### config.mk
export PLATFORM = sky130hd
export DESIGN_NAME = io_port_decoder
export DESIGN_NICKNAME = d
export VERILOG_FILES = /design/src/rtl/io_dec_pkg.sv /design/src/rtl/io_sel_decoder.sv /design/src/rtl/io_port_decoder.sv
export SDC_FILE = /design/constraint.sdc
export NUM_CORES = 1
export LEC_CHECK = 0
export BUFFER_PORTS_ARGS = -buffer_cell sky130_fd_sc_hd__buf_2
export CORE_MARGIN = 3
export CORE_UTILIZATION = 45
export CTS_BUF_LIST = sky130_fd_sc_hd__clkbuf_8
export DETAILED_ROUTE_END_ITERATION = 12
export GPL_TIMING_DRIVEN = 0
export HOLD_SLACK_MARGIN = 0.15
export PLACE_DENSITY = 0.76
export SLEW_MARGIN = 20
export SYNTH_ARGS = -nofsm -noshare
export SYNTH_HDL_FRONTEND = slang
export SYNTH_SLANG_ARGS = --single-unit
### constraint.sdc
create_clock -name clk_i -period 0.8 [get_ports clk_i]
set_input_delay 0 -clock clk_i [delete_from_list [all_inputs] [get_ports clk_i]]
set_output_delay 0 -clock clk_i [all_outputs]
set_load 0.005 [all_outputs]
### src/rtl/io_dec_pkg.sv
package io_dec_pkg;
  localparam int ADDR_W   = 8;
  localparam int BLK_BITS = 4;
  localparam int GRP_BITS = 2;
  localparam int NUM_BLK  = 1 << BLK_BITS;
  localparam int NUM_GRP  = 1 << GRP_BITS;
  localparam int BLK_LSB  = ADDR_W - BLK_BITS;
  localparam int GRP_LSB  = BLK_LSB - GRP_BITS;
  localparam int TOP_BLK  = NUM_BLK - 1;
  localparam int GRP_SERIAL = 2;
  localparam int GRP_BANK   = 3;
endpackage

### src/rtl/io_sel_decoder.sv
module io_sel_decoder #(
  parameter int IN_W = 4,
  localparam int OUT_N = 1 << IN_W
) (
  input  logic            en_i,
  input  logic [IN_W-1:0] code_i,
  output logic [OUT_N-1:0] sel_no
);
  for (genvar i = 0; i < OUT_N; i++) begin : g_sel
    assign sel_no[i] = ~(en_i && (code_i == IN_W'(i)));
  end

  always_comb begin
    if (!en_i) assert (&sel_no) else $error("decoder active while disabled");
  end
endmodule

### src/rtl/io_port_decoder.sv
module io_port_decoder
  import io_dec_pkg::*;
#(
  parameter bit REG_OUT = 1'b1
) (
  input  logic               clk_i,
  input  logic               rst_ni,
  input  logic [ADDR_W-1:0]  port_addr_i,
  input  logic               iorq_ni,
  output logic [NUM_BLK-1:0] blk_sel_no,
  output logic [NUM_GRP-1:0] grp_sel_no,
  output logic               ser_cd_o,
  output logic               ser_ba_o,
  output logic [BLK_LSB-1:0] exp_addr_o
);
  logic [NUM_BLK-1:0] blk_d;
  logic [NUM_GRP-1:0] grp_d;

  io_sel_decoder #(.IN_W(BLK_BITS)) u_coarse (
    .en_i   (~iorq_ni),
    .code_i (port_addr_i[ADDR_W-1:BLK_LSB]),
    .sel_no (blk_d)
  );

  // fine stage hangs off the top coarse select, not a separate compare
  io_sel_decoder #(.IN_W(GRP_BITS)) u_fine (
    .en_i   (~blk_d[TOP_BLK]),
    .code_i (port_addr_i[BLK_LSB-1:GRP_LSB]),
    .sel_no (grp_d)
  );

  if (REG_OUT) begin : g_reg
    logic live_q;

    always_ff @(posedge clk_i or negedge rst_ni) begin
      if (!rst_ni) begin
        blk_sel_no <= '1;
        grp_sel_no <= '1;
        ser_cd_o   <= 1'b0;
        ser_ba_o   <= 1'b0;
        exp_addr_o <= '0;
        live_q     <= 1'b0;
      end else begin
        blk_sel_no <= blk_d;
        grp_sel_no <= grp_d;
        ser_cd_o   <= port_addr_i[0];
        ser_ba_o   <= port_addr_i[1];
        exp_addr_o <= port_addr_i[BLK_LSB-1:0];
        live_q     <= 1'b1;
      end
    end

    p_idle_r3: assert property (@(posedge clk_i) disable iff (!rst_ni || !live_q)
      $past(iorq_ni) |-> (&blk_sel_no));
    p_one_blk_r4: assert property (@(posedge clk_i) disable iff (!rst_ni || !live_q)
      !$past(iorq_ni) |-> ($countones(~blk_sel_no) == 1));
    p_grp_onehot_r5: assert property (@(posedge clk_i) disable iff (!rst_ni)
      $onehot0(~grp_sel_no));
    p_grp_gate_r5: assert property (@(posedge clk_i) disable iff (!rst_ni)
      (~grp_sel_no != '0) |-> !blk_sel_no[TOP_BLK]);
    p_ser_cd_r7: assert property (@(posedge clk_i) disable iff (!rst_ni || !live_q)
      ser_cd_o == $past(port_addr_i[0]));
    p_exp_r8: assert property (@(posedge clk_i) disable iff (!rst_ni || !live_q)
      exp_addr_o == $past(port_addr_i[BLK_LSB-1:0]));
  end else begin : g_comb
    assign blk_sel_no = rst_ni ? blk_d : '1;
    assign grp_sel_no = rst_ni ? grp_d : '1;
    assign ser_cd_o   = rst_ni & port_addr_i[0];
    assign ser_ba_o   = rst_ni & port_addr_i[1];
    assign exp_addr_o = rst_ni ? port_addr_i[BLK_LSB-1:0] : '0;
  end
endmodule

Word-level counts from Yosys, hierarchy flattened
Cells that the tools add are included.
Widths: inputs -> output; s select.
- bits of input ports: 11
- memories kept: 0
- register bits after elaboration: 26
- RAM bits: 0
- bits in read-only memories: 0
- latch bits: 0
- order comparisons: 0
- $add $sub $neg: 0
- eq/ne operators: 18
- multiply operators: 0
- divide/modulo/power cells: 0
- multiplexer cells: 0
- reductions and logical operators: 22
- bitwise logic cells: 21
- shift operators: 0
- operators by type and width (kind ; number):
    $eq 4x4->1 const B ; 8
    $not 1->1 ; 21
    $logic_and 1x1->1 ; 20
    $eq 4x3->1 const B ; 4
    $eq 4x2->1 const B ; 2
    $eq 2x2->1 const B ; 2
    $eq 4x1->1 const B ; 1
    $logic_not 4->1 ; 1
    $eq 2x1->1 const B ; 1
    $logic_not 2->1 ; 1

Depth between registers and ports, before layout
Gate-level depths: netlist of the first run.
- word-level depth: 4
- mapped depth: 3
- gate-level depth less buffers: 2

Cells and area by module
From an unflattened synthesis of the first run, not the netlist that was laid out.
- cells, all modules: 55
- area total of the unflattened synthesis: 799.5 sq um
- modules (own cells, without submodules) (module ; sequential area each (sq um) ; times used ; area each (sq um) ; cells each):
    io_port_decoder ; 625.6 ; 1 ; 648.1 ; 28
    io_sel_decoder at u_coarse ; 0.0 ; 1 ; 122.6 ; 23
    io_sel_decoder at u_fine ; 0.0 ; 1 ; 28.8 ; 4

Worst setup path before layout of the first run
OpenSTA, ideal clock, no wires.
- path type: register -> output
- start point: reg blk_sel_no[0]
- end point: out blk_sel_no[0]
- cell stages (with the launch flop): 1
- arrival time: 0.501 ns
- path buffers: 0
- slack: 0.299 ns
- cell sequence: dfstp_2
- RTL lines (element ; line ; source):
    start: declaration ; io_port_decoder.sv:10 ; output logic [NUM_BLK-1:0] blk_sel_no,
    start signal: assignment ; io_port_decoder.sv:44 ; blk_sel_no <= blk_d;
No word-level cell between the ends.

Final worst setup path of the first run
- start point: reg blk_sel_no[13]
- end point: out blk_sel_no[13]
No word-level cell between the ends.

==> flow_metrics.tcl, run 1 <==
set metrics [dict create \
    grt_setup_unrepaired "true" \
    start_util_pct 50.9 \
    path_max_fanout 1 \
    wirelength_mm 1.66 \
    antenna_found_initial 0 \
    root_buffer "clkbuf_8" \
    synthesis.area_um2 811 \
    worstMarginPinSlew_ns 0.499 \
    worst-path-buf-inv 1 \
    hp-start "port_addr_i[6]" \
    hold_depth 3 \
    remaining_drc_errors 0 \
    violations "setup timing" \
    finalNetCount 113 \
    fp.dieH_um 48.4 \
    dr.pass1.iters 4 \
    final.period_utilization_pct 110 \
    drt_iter0_markers 7 \
    ys_warn_count 0 \
    slew_viol_final 0 \
    cp_cell_sequence "buf_2" \
    dp_hpwl_mm 1.07 \
    track_usage_pct 15.0 \
    n_antenna_cell 0 \
    slew_headroom_pct 66.8 \
    cts_max_path_buffers 2 \
    vias_per_cell 4.63 \
    std_cell_rows 14 \
    critPathLaunchType "flop" \
    layout_setup_ws_ns -0.0803 \
    layout_commonest_cell "buf_2" \
    crit_path_end_kind "primary output" \
    setup_viol 28 \
    crit_type "reg -> out" \
    tns_ns -1.78 \
    crit_family "flip-flops" \
    min_path_type "in -> reg" \
    grt_pass1_wl_mm 2.73 \
    grt_pass1_vias 568 \
    syn_inst 57 \
    grt_overflow 0 \
    fp.dieW_um 48.4 \
    p_leak_uw 0.000505 \
    ys_ff_latch 24 \
    grt_max_degree 25 \
    final_area_um2 1200 \
    ios 37 \
    fmax_mhz 1140 \
    crit_path_top_delay_cell "dfstp_2" \
    port_buffers 36 \
    cap_violations 0 \
    syn_area_per_cell_um2 14.2 \
    synthToLayoutAreaGrowth_pct 47.7 \
    antenna_left 0 \
    gp_congestion 0.689 \
    vias 579 \
    cpPeakStageDelay_ns 0.52 \
    outcome "finished, violations left" \
    wl_per_cell_um 13.3 \
    power-per-cell-area_nw_per_um2 1780 \
    clk_pin_slew_worst_paths_ns 0.08 \
    core-area_um2 1590 \
    hold_violations 0 \
    arrival_ns 0.88 \
    ys_seq_area_share_pct 77.2 \
    syn_nets 68 \
    clock-sinks 24 \
    hold_path_end "blk_sel_no[11]" \
    cp.required_ns 0.80 \
    cts_tree "built" \
    ir_drop_v 0.00118 \
    die_area_um2 2350 \
    final_cell_mix "26 x buf_2, 20 x dfstp_2, 16 x nand2_1" \
    drive_gt1_share_pct 65.3 \
    placed_cell_area_um2 1020 \
    ys_types 15 \
    power_uw 2140 \
    h-tree-depth 1 \
    numCtsBuffers 3 \
    period_needed_ns 0.880 \
]
## cells in the mapped netlist
| library cell | instances | share of area (%) |
|---|---|---|
| and2_0 | 1 | 0.77 |
| and3b_1 | 1 | 1.1 |
| buf_2 | 1 | 0.62 |
| buf_4 | 2 | 1.9 |
| buf_6 | 1 | 1.4 |
| dfrtp_1 | 4 | 12 |
| dfstp_2 | 20 | 65 |
| nand2_1 | 16 | 7.4 |
| nand3_1 | 1 | 0.62 |
| nand4_1 | 1 | 0.77 |
| nand4b_1 | 2 | 2.2 |
| nor2_1 | 2 | 0.93 |
| nor2b_1 | 2 | 1.5 |
| nor3_1 | 1 | 0.62 |
| nor3b_2 | 2 | 3.1 |
## power breakdown
group	internal, uW	total, uW	switching (uW)
Combinational	94.7	195	99.9
Clock	342	681	339
Sequential	1250	1260	8.79
Total	1690	2140	448
## layer usage
| layer | track usage [%] | share of wire [%] |
|---|---|---|
| met1 | 19.1 | 39 |
| met2 | 24.8 | 55 |
| met3 | 3.07 | 4.3 |
| met4 | 7.11 | 1.7 |
| met5 | 0 | 0 |
## state kept, by name, indices dropped and copies added (netlist names)
register,count
grp_sel_no,4
blk_sel_no,16
exp_addr_o,4
## repair_timing
action                     in CTS  in global routing
buffers inserted                0                  0
gates resized for setup         4                 12
hold endpoints to repair       47                 15
pin swaps                       0                  0
setup endpoints to repair      22                 34
hold buffers                    7                  1
## cells by family (layout without fill, tap and decap cells)
logic type	count (synthesis)	in the layout	share of synthesized area, %
buf+inv	4	48	3.86
simple gates	29	29	19.0
flops	24	24	77.2
## how the worst max path moves through the flow
stage                              start             end  slack [ns]  depth (start not counted)
after CTS                 blk_sel_no[15]  blk_sel_no[15]       -0.09                          1
after detailed placement  port_addr_i[7]   blk_sel_no[3]        0.03                          3
final                     blk_sel_no[13]  blk_sel_no[13]       -0.08                          1
after global placement    port_addr_i[7]   blk_sel_no[3]        0.05                          3
after global routing       blk_sel_no[4]   blk_sel_no[4]       -0.11                          1
after floorplan            blk_sel_no[0]   blk_sel_no[0]        0.30                          0
## cell type report
cell class | instances | area [um2]
clock buffer | 3 | 41.3
sequential | 24 | 626
multi-input combinational | 29 | 171
buffer | 2 | 16.3
fill | 101 | 397
clock inverter | 1 | 3.75
tap | 24 | 30.0
timing repair buffer | 42 | 309
## through the flow
step | setup slack [ns] | instances | utilization, % | hold slack (ns)
2_1_floorplan | 0.299 | 57 | - | -0.296
3_3_place_gp | 0.0502 | 117 | 64.1 | -0.0189
3_5_place_dp | 0.0348 | 117 | 64.1 | -0.0112
4_1_cts | -0.0904 | 126 | 71.9 | 0.00998
5_1_grt | -0.110 | 125 | 75.1 | 0.0254
6_report | -0.0803 | 125 | 75.1 | 0.0119
Power figures use the tool's default switching activity.
==> run 2, diff against run 1 <==
--- a/config.mk
+++ b/config.mk
@@ -5,14 +5,14 @@
 export SDC_FILE = /design/constraint.sdc
 export NUM_CORES = 1
 export LEC_CHECK = 0
-export BUFFER_PORTS_ARGS = -buffer_cell sky130_fd_sc_hd__buf_2
 export CORE_MARGIN = 3
 export CORE_UTILIZATION = 45
 export CTS_BUF_LIST = sky130_fd_sc_hd__clkbuf_8
 export DETAILED_ROUTE_END_ITERATION = 12
+export DONT_BUFFER_PORTS = 1
 export GPL_TIMING_DRIVEN = 0
 export HOLD_SLACK_MARGIN = 0.15
-export PLACE_DENSITY = 0.76
+export PLACE_DENSITY = 0.59
 export SLEW_MARGIN = 20
 export SYNTH_ARGS = -nofsm -noshare
 export SYNTH_HDL_FRONTEND = slang
==> run 2 against run 1 <==
Effect of this change:
- the run ends with hold timing left
- critical endpoint is now blk_sel_no[14]
- via count down 18%
- critical path type unchanged
- critical path depth fell by 1
- cell count fell by 20%
- core utilization decreased by 8.0 points
- non-clock buffer count fell by 25
- highest routed layer is now met3
==> flow_metrics.tcl, run 2 (synthesis gave the netlist of run 1 again) <==
set metrics [dict create \
    outcome "finished, violations left" \
    violations "hold timing" \
    path_max_fanout 1 \
    top_register "blk_sel_no" \
    remaining_drc_errors 0 \
    ir_drop_v 0.00138 \
    cts_tree "built" \
    finalNetCount 88 \
    wirelength_mm 1.35 \
    die_area_um2 2350 \
    critPathLaunchType "flop" \
    hold_ws_ns -0.0824 \
    clock-sinks 24 \
    track_usage_pct 12.4 \
    synthToLayoutAreaGrowth_pct 31.9 \
    wl_per_cell_um 13.5 \
    cts_max_path_buffers 2 \
    root_buffer "clkbuf_8" \
    worstSetupEndpoint "blk_sel_no[14]" \
    slew_viol_final 0 \
    final_area_um2 1070 \
    largest_reg_flops 16 \
    h-tree-depth 1 \
    grt_pass1_vias 476 \
    crit_type "reg -> out" \
    ios 37 \
    layout_commonest_cell "dfstp_2" \
    slew_headroom_pct 64.1 \
    gp_congestion 0.665 \
    worstMarginPinSlew_ns 0.535 \
    post-cts-setup-buffer-count 0 \
    fp.dieH_um 48.4 \
    cp.required_ns 0.80 \
    grt_max_degree 25 \
    n_antenna_cell 0 \
    min_path_type "in -> reg" \
    postLayoutCoreUtil_pct 67.1 \
    fp.dieW_um 48.4 \
    std_cell_rows 14 \
    clk_pin_slew_worst_paths_ns 0.08 \
    power-per-cell-area_nw_per_um2 2050 \
    port_buffers 0 \
    grt_setup_unrepaired "true" \
    path_depth 0 \
    cp-startpoint "blk_sel_no[14]" \
    fmax_mhz 1260 \
    vias 472 \
    cap_violations 0 \
    final.period_utilization_pct 99.5 \
    numCtsBuffers 3 \
    tns_ns 0 \
    grt_pass1_wl_mm 2.21 \
    setup_viol 0 \
    period_needed_ns 0.796 \
    core-area_um2 1590 \
    arrival_ns 0.80 \
    grt_overflow 0 \
    drive_gt1_share_pct 40.8 \
    antenna_left 0 \
    dp_hpwl_um 892 \
    placed_cell_area_um2 841 \
    start_util_pct 50.9 \
    top_regs "blk_sel_no x16, exp_addr_o x4, grp_sel_no x4" \
    dr.pass1.iters 3 \
    crit_path_end_kind "primary output" \
    vias_per_cell 4.72 \
    p_leak_uw 0.000409 \
    drt_iter0_markers 1 \
    hold_violations 4 \
    final_cell_mix "20 x dfstp_2, 16 x nand2_1, 14 x dlygate4sd3_1" \
    antenna_found_initial 0 \
]
## run 2: cell types whose count changed in the layout (fill, tap and decap cells not counted), moves of 2 or more
cell	previous run	this run
buf_2	26	1
buf_6	12	3
dlygate4sd3_1	6	14
nor2b_1	0	2
## run 2: how the worst min path moves through the flow
stage               startpoint       endpoint  slack [ns]  depth (start not counted)
global placement        rst_ni  exp_addr_o[1]       -0.29                          0
detailed placement      rst_ni  exp_addr_o[1]       -0.29                          0
finish                 iorq_ni  blk_sel_no[2]       -0.08                          2
CTS                     rst_ni  exp_addr_o[1]       -0.58                          0
floorplan               rst_ni  exp_addr_o[0]       -0.30                          0
global route           iorq_ni  blk_sel_no[3]       -0.09                          2
## run 2: layout make-up
class	count	area [um2]
plain buffers	4	38.8
multi-input cells	29	160
flip-flops and latches	24	626
fillers	118	524
well taps	24	30.0
repair buffers	15	160
clock buffers	4	55.1
## run 2: layer usage
layer | vias up | global-route usage (%) | share of wire [%]
met4 | 0 | 5.69 | 0
met1 | 234 | 14.3 | 38
met2 | 19 | 21.1 | 54
met3 | 0 | 3.99 | 7.8
met5 | - | 0 | 0
li1 | 219 | - | -
## run 2: metrics by stage
stage                     cells  worst slack, ns  power, uW
after floorplan              57            0.299       1330
after global placement       81            0.144       1350
after detailed placement     81            0.119       1350
after CTS                    97         -0.00376       2170
after global routing        100          -0.0324       2310
final                       100          0.00423       2190
## run 2: power breakdown
part | switching (uW) | internal [uW] | leakage, uW
Clock | 341 | 437 | 0.0000288
Combinational | 66.8 | 78.4 | 0.000123
Sequential | 14.0 | 1250 | 0.000257
## run 2: what timing repair did
item	4_1_cts	5_1_grt
gates resized for setup	0	3
hold buffers	12	3
endpoints found under the hold margin	48	38
setup endpoints to repair	1	23
==> run 3, diff against run 2 <==
--- a/config.mk
+++ b/config.mk
@@ -16,4 +16,5 @@
 export SLEW_MARGIN = 20
 export SYNTH_ARGS = -nofsm -noshare
 export SYNTH_HDL_FRONTEND = slang
+export SYNTH_HIERARCHICAL = 1
 export SYNTH_SLANG_ARGS = --single-unit
==> run 3 against run 2 <==
Effect of this change:
- the flow still finishes with violations (hold timing)
- clock-buffer cell count unchanged
- core utilization down 1.2 points
- global-route usage rose by 0.28 points
- cell count decreased by 3.0%
- cell area decreased by 1.8%
- wire length grew 0.82%
- setup slack got worse by 0.0034 ns
- synthesized area down 1.4%
- via count decreased by 0.42%
- sequential power about the same
- non-clock buffer count down 3
- clock power fell by 1%
==> flow_metrics.tcl, run 3 <==
set metrics [dict create \
    finalNetCount 85 \
    power_uw 2140 \
    ys_dominant_reg_cell "dfstp_2" \
    synth_edf_count 0 \
    crit_path_end_kind "primary output" \
    start_util_pct 50.2 \
    drt_iter0_markers 13 \
    grt_pass1_vias 437 \
    worstMarginPinSlew_ns 0.216 \
    ys_ff_latch 24 \
    switchingPower_uw 386 \
    synth_top_area_cell "dfstp_2" \
    ios 37 \
    largest_reg_flops 16 \
    arrival_ns 0.80 \
    h-tree-depth 1 \
    synthesis.area_um2 800 \
    n_antenna_cell 0 \
    dp_hpwl_um 985 \
    final_area_um2 1050 \
    antenna_found_initial 0 \
    pwr-share-clk_pct 35.9 \
    numCtsBuffers 3 \
    root_buffer "clkbuf_8" \
    grt_pass1_wl_mm 1.91 \
    outcome "finished, violations left" \
    drive_gt1_share_pct 45.2 \
    track_usage_pct 12.7 \
    critPathLaunchType "flop" \
    path_max_fanout 1 \
    gp_congestion 0.686 \
    final.period_utilization_pct 99.9 \
    layout_commonest_cell "dfstp_2" \
    violations "hold timing" \
    ir_drop_v 0.00126 \
    ys_types 13 \
    min_path_type "in -> async" \
    antenna_left 0 \
    vias_per_cell 4.85 \
    n_fill_cell 110 \
    cp.required_ns 0.80 \
    slew_headroom_pct 85.6 \
    syn_inst 55 \
    cts_max_path_buffers 2 \
    p_int_uw 1760 \
    place_ws_ns -0.0619 \
    p_leak_uw 0.000420 \
    cap_violations 0 \
    grt_overflow 0 \
    setup_viol 0 \
    port_buffers 0 \
    die_area_um2 2320 \
    syn_area_per_cell_um2 14.5 \
    syn_nets 66 \
    clock-sinks 24 \
    p_comb_share_pct 4.9 \
    yosysMostFrequentCell "dfstp_2" \
    regArea_um2 626 \
    dr.pass1.iters 4 \
    wl_per_cell_um 14.0 \
    std_cell_rows 14 \
    layout_setup_ws_ns 0.000851 \
    final_cell_mix "20 x dfstp_2, 13 x dlygate4sd3_1, 12 x nand2_1" \
    wirelength_mm 1.36 \
    power-per-cell-area_nw_per_um2 2040 \
    crit_type "reg -> out" \
    fp.dieH_um 48.2 \
    switching_share_pct 18.0 \
    yosys-top-cells-count "20 x dfstp_2, 12 x nand2_1, 5 x nand3_1" \
    grt_setup_unrepaired "true" \
    placed_cell_area_um2 840 \
    synth_area_leaders "dfstp_2 66%, dfrtp_1 13%, nand2_1 5.6%" \
    p_seq_share_pct 59.1 \
    async_flop_share_pct 100 \
    synth_top_area_share_pct 65.7 \
    postLayoutCoreUtil_pct 65.9 \
    ys_warn_count 6 \
    cts_tree "built" \
    hold_ws_ns -0.568 \
    period_needed_ns 0.799 \
    multiInputGateArea_um2 168 \
    remaining_drc_errors 0 \
    vias 470 \
    top_register "blk_sel_no" \
    grt_max_degree 25 \
    fmax_mhz 1250 \
    hold_violations 32 \
    ys_seq_area_share_pct 78.2 \
    core-area_um2 1590 \
    fp.dieW_um 48.2 \
    clk_pin_slew_worst_paths_ns 0.08 \
    top_regs "blk_sel_no x16, exp_addr_o x4, grp_sel_no x4" \
    slew_viol_final 0 \
    synthToLayoutAreaGrowth_pct 31.5 \
]
## run 3: area by class of cell
type	instances	area share, %
Sequential cell	24	59.5
Multi-Input combinational cell	27	16.0
Timing Repair Buffer	14	13.6
Clock buffer	4	5.24
Tap cell	24	2.86
Buffer	2	2.14
Inverter	2	0.714
## run 3: stage by stage
step / setup TNS (ns) / cells
after floorplan: 0 / 55
after global placement: -0.0255 / 79
after detailed placement: -0.0619 / 79
after CTS: -0.0178 / 96
after global routing: -0.278 / 97
final: 0 / 97
## run 3: final timing paths
kind | to | cells past startpoint | slack (ns) | from
min in group clk_i | blk_sel_no[10] | 1 | -0.20 | port_addr_i[7]
hold / removal | exp_addr_o[0] | 0 | -0.57 | rst_ni
max in group asynchronous | blk_sel_no[11] | 0 | 1.20 | rst_ni
setup / recovery | blk_sel_no[4] | 0 | 0.0009 | blk_sel_no[4]
## run 3: cell families (layout without fill, tap and decap cells)
| group | Yosys count | after routing | synth area share, % |
|---|---|---|---|
| buffers and inverters | 4 | 22 | 2.82 |
| DFF | 24 | 24 | 78.2 |
| and+or+nand+nor | 27 | 27 | 18.9 |
## run 3: power groups by stage
stage / registers, uW / logic, uW / clock network [uW]
final: 1270 / 106 / 770
after global routing: 1270 / 115 / 848
after CTS: 1270 / 97.4 / 795
after detailed placement: 1290 / 53.7 / 0
after global placement: 1290 / 50.7 / 0
after floorplan: 1280 / 45.2 / 0
## run 3: what timing repair did
action / CTS / global route
setup endpoints to repair: 6 / 25
hold endpoints to repair: 48 / 35
hold buffers: 13 / 1
gates resized for setup: 2 / 2
buffers inserted: 0 / 0
gates cloned: 0 / 0
## run 3: routing by layer
layer / vias to the layer above / part of all wire, % / track usage (%)
met4: 0 / 0 / 8.06
met5: - / 0 / 0
met2: 26 / 53 / 19.8
met1: 232 / 37 / 14.6
li1: 212 / - / -
met3: 0 / 10 / 4.80
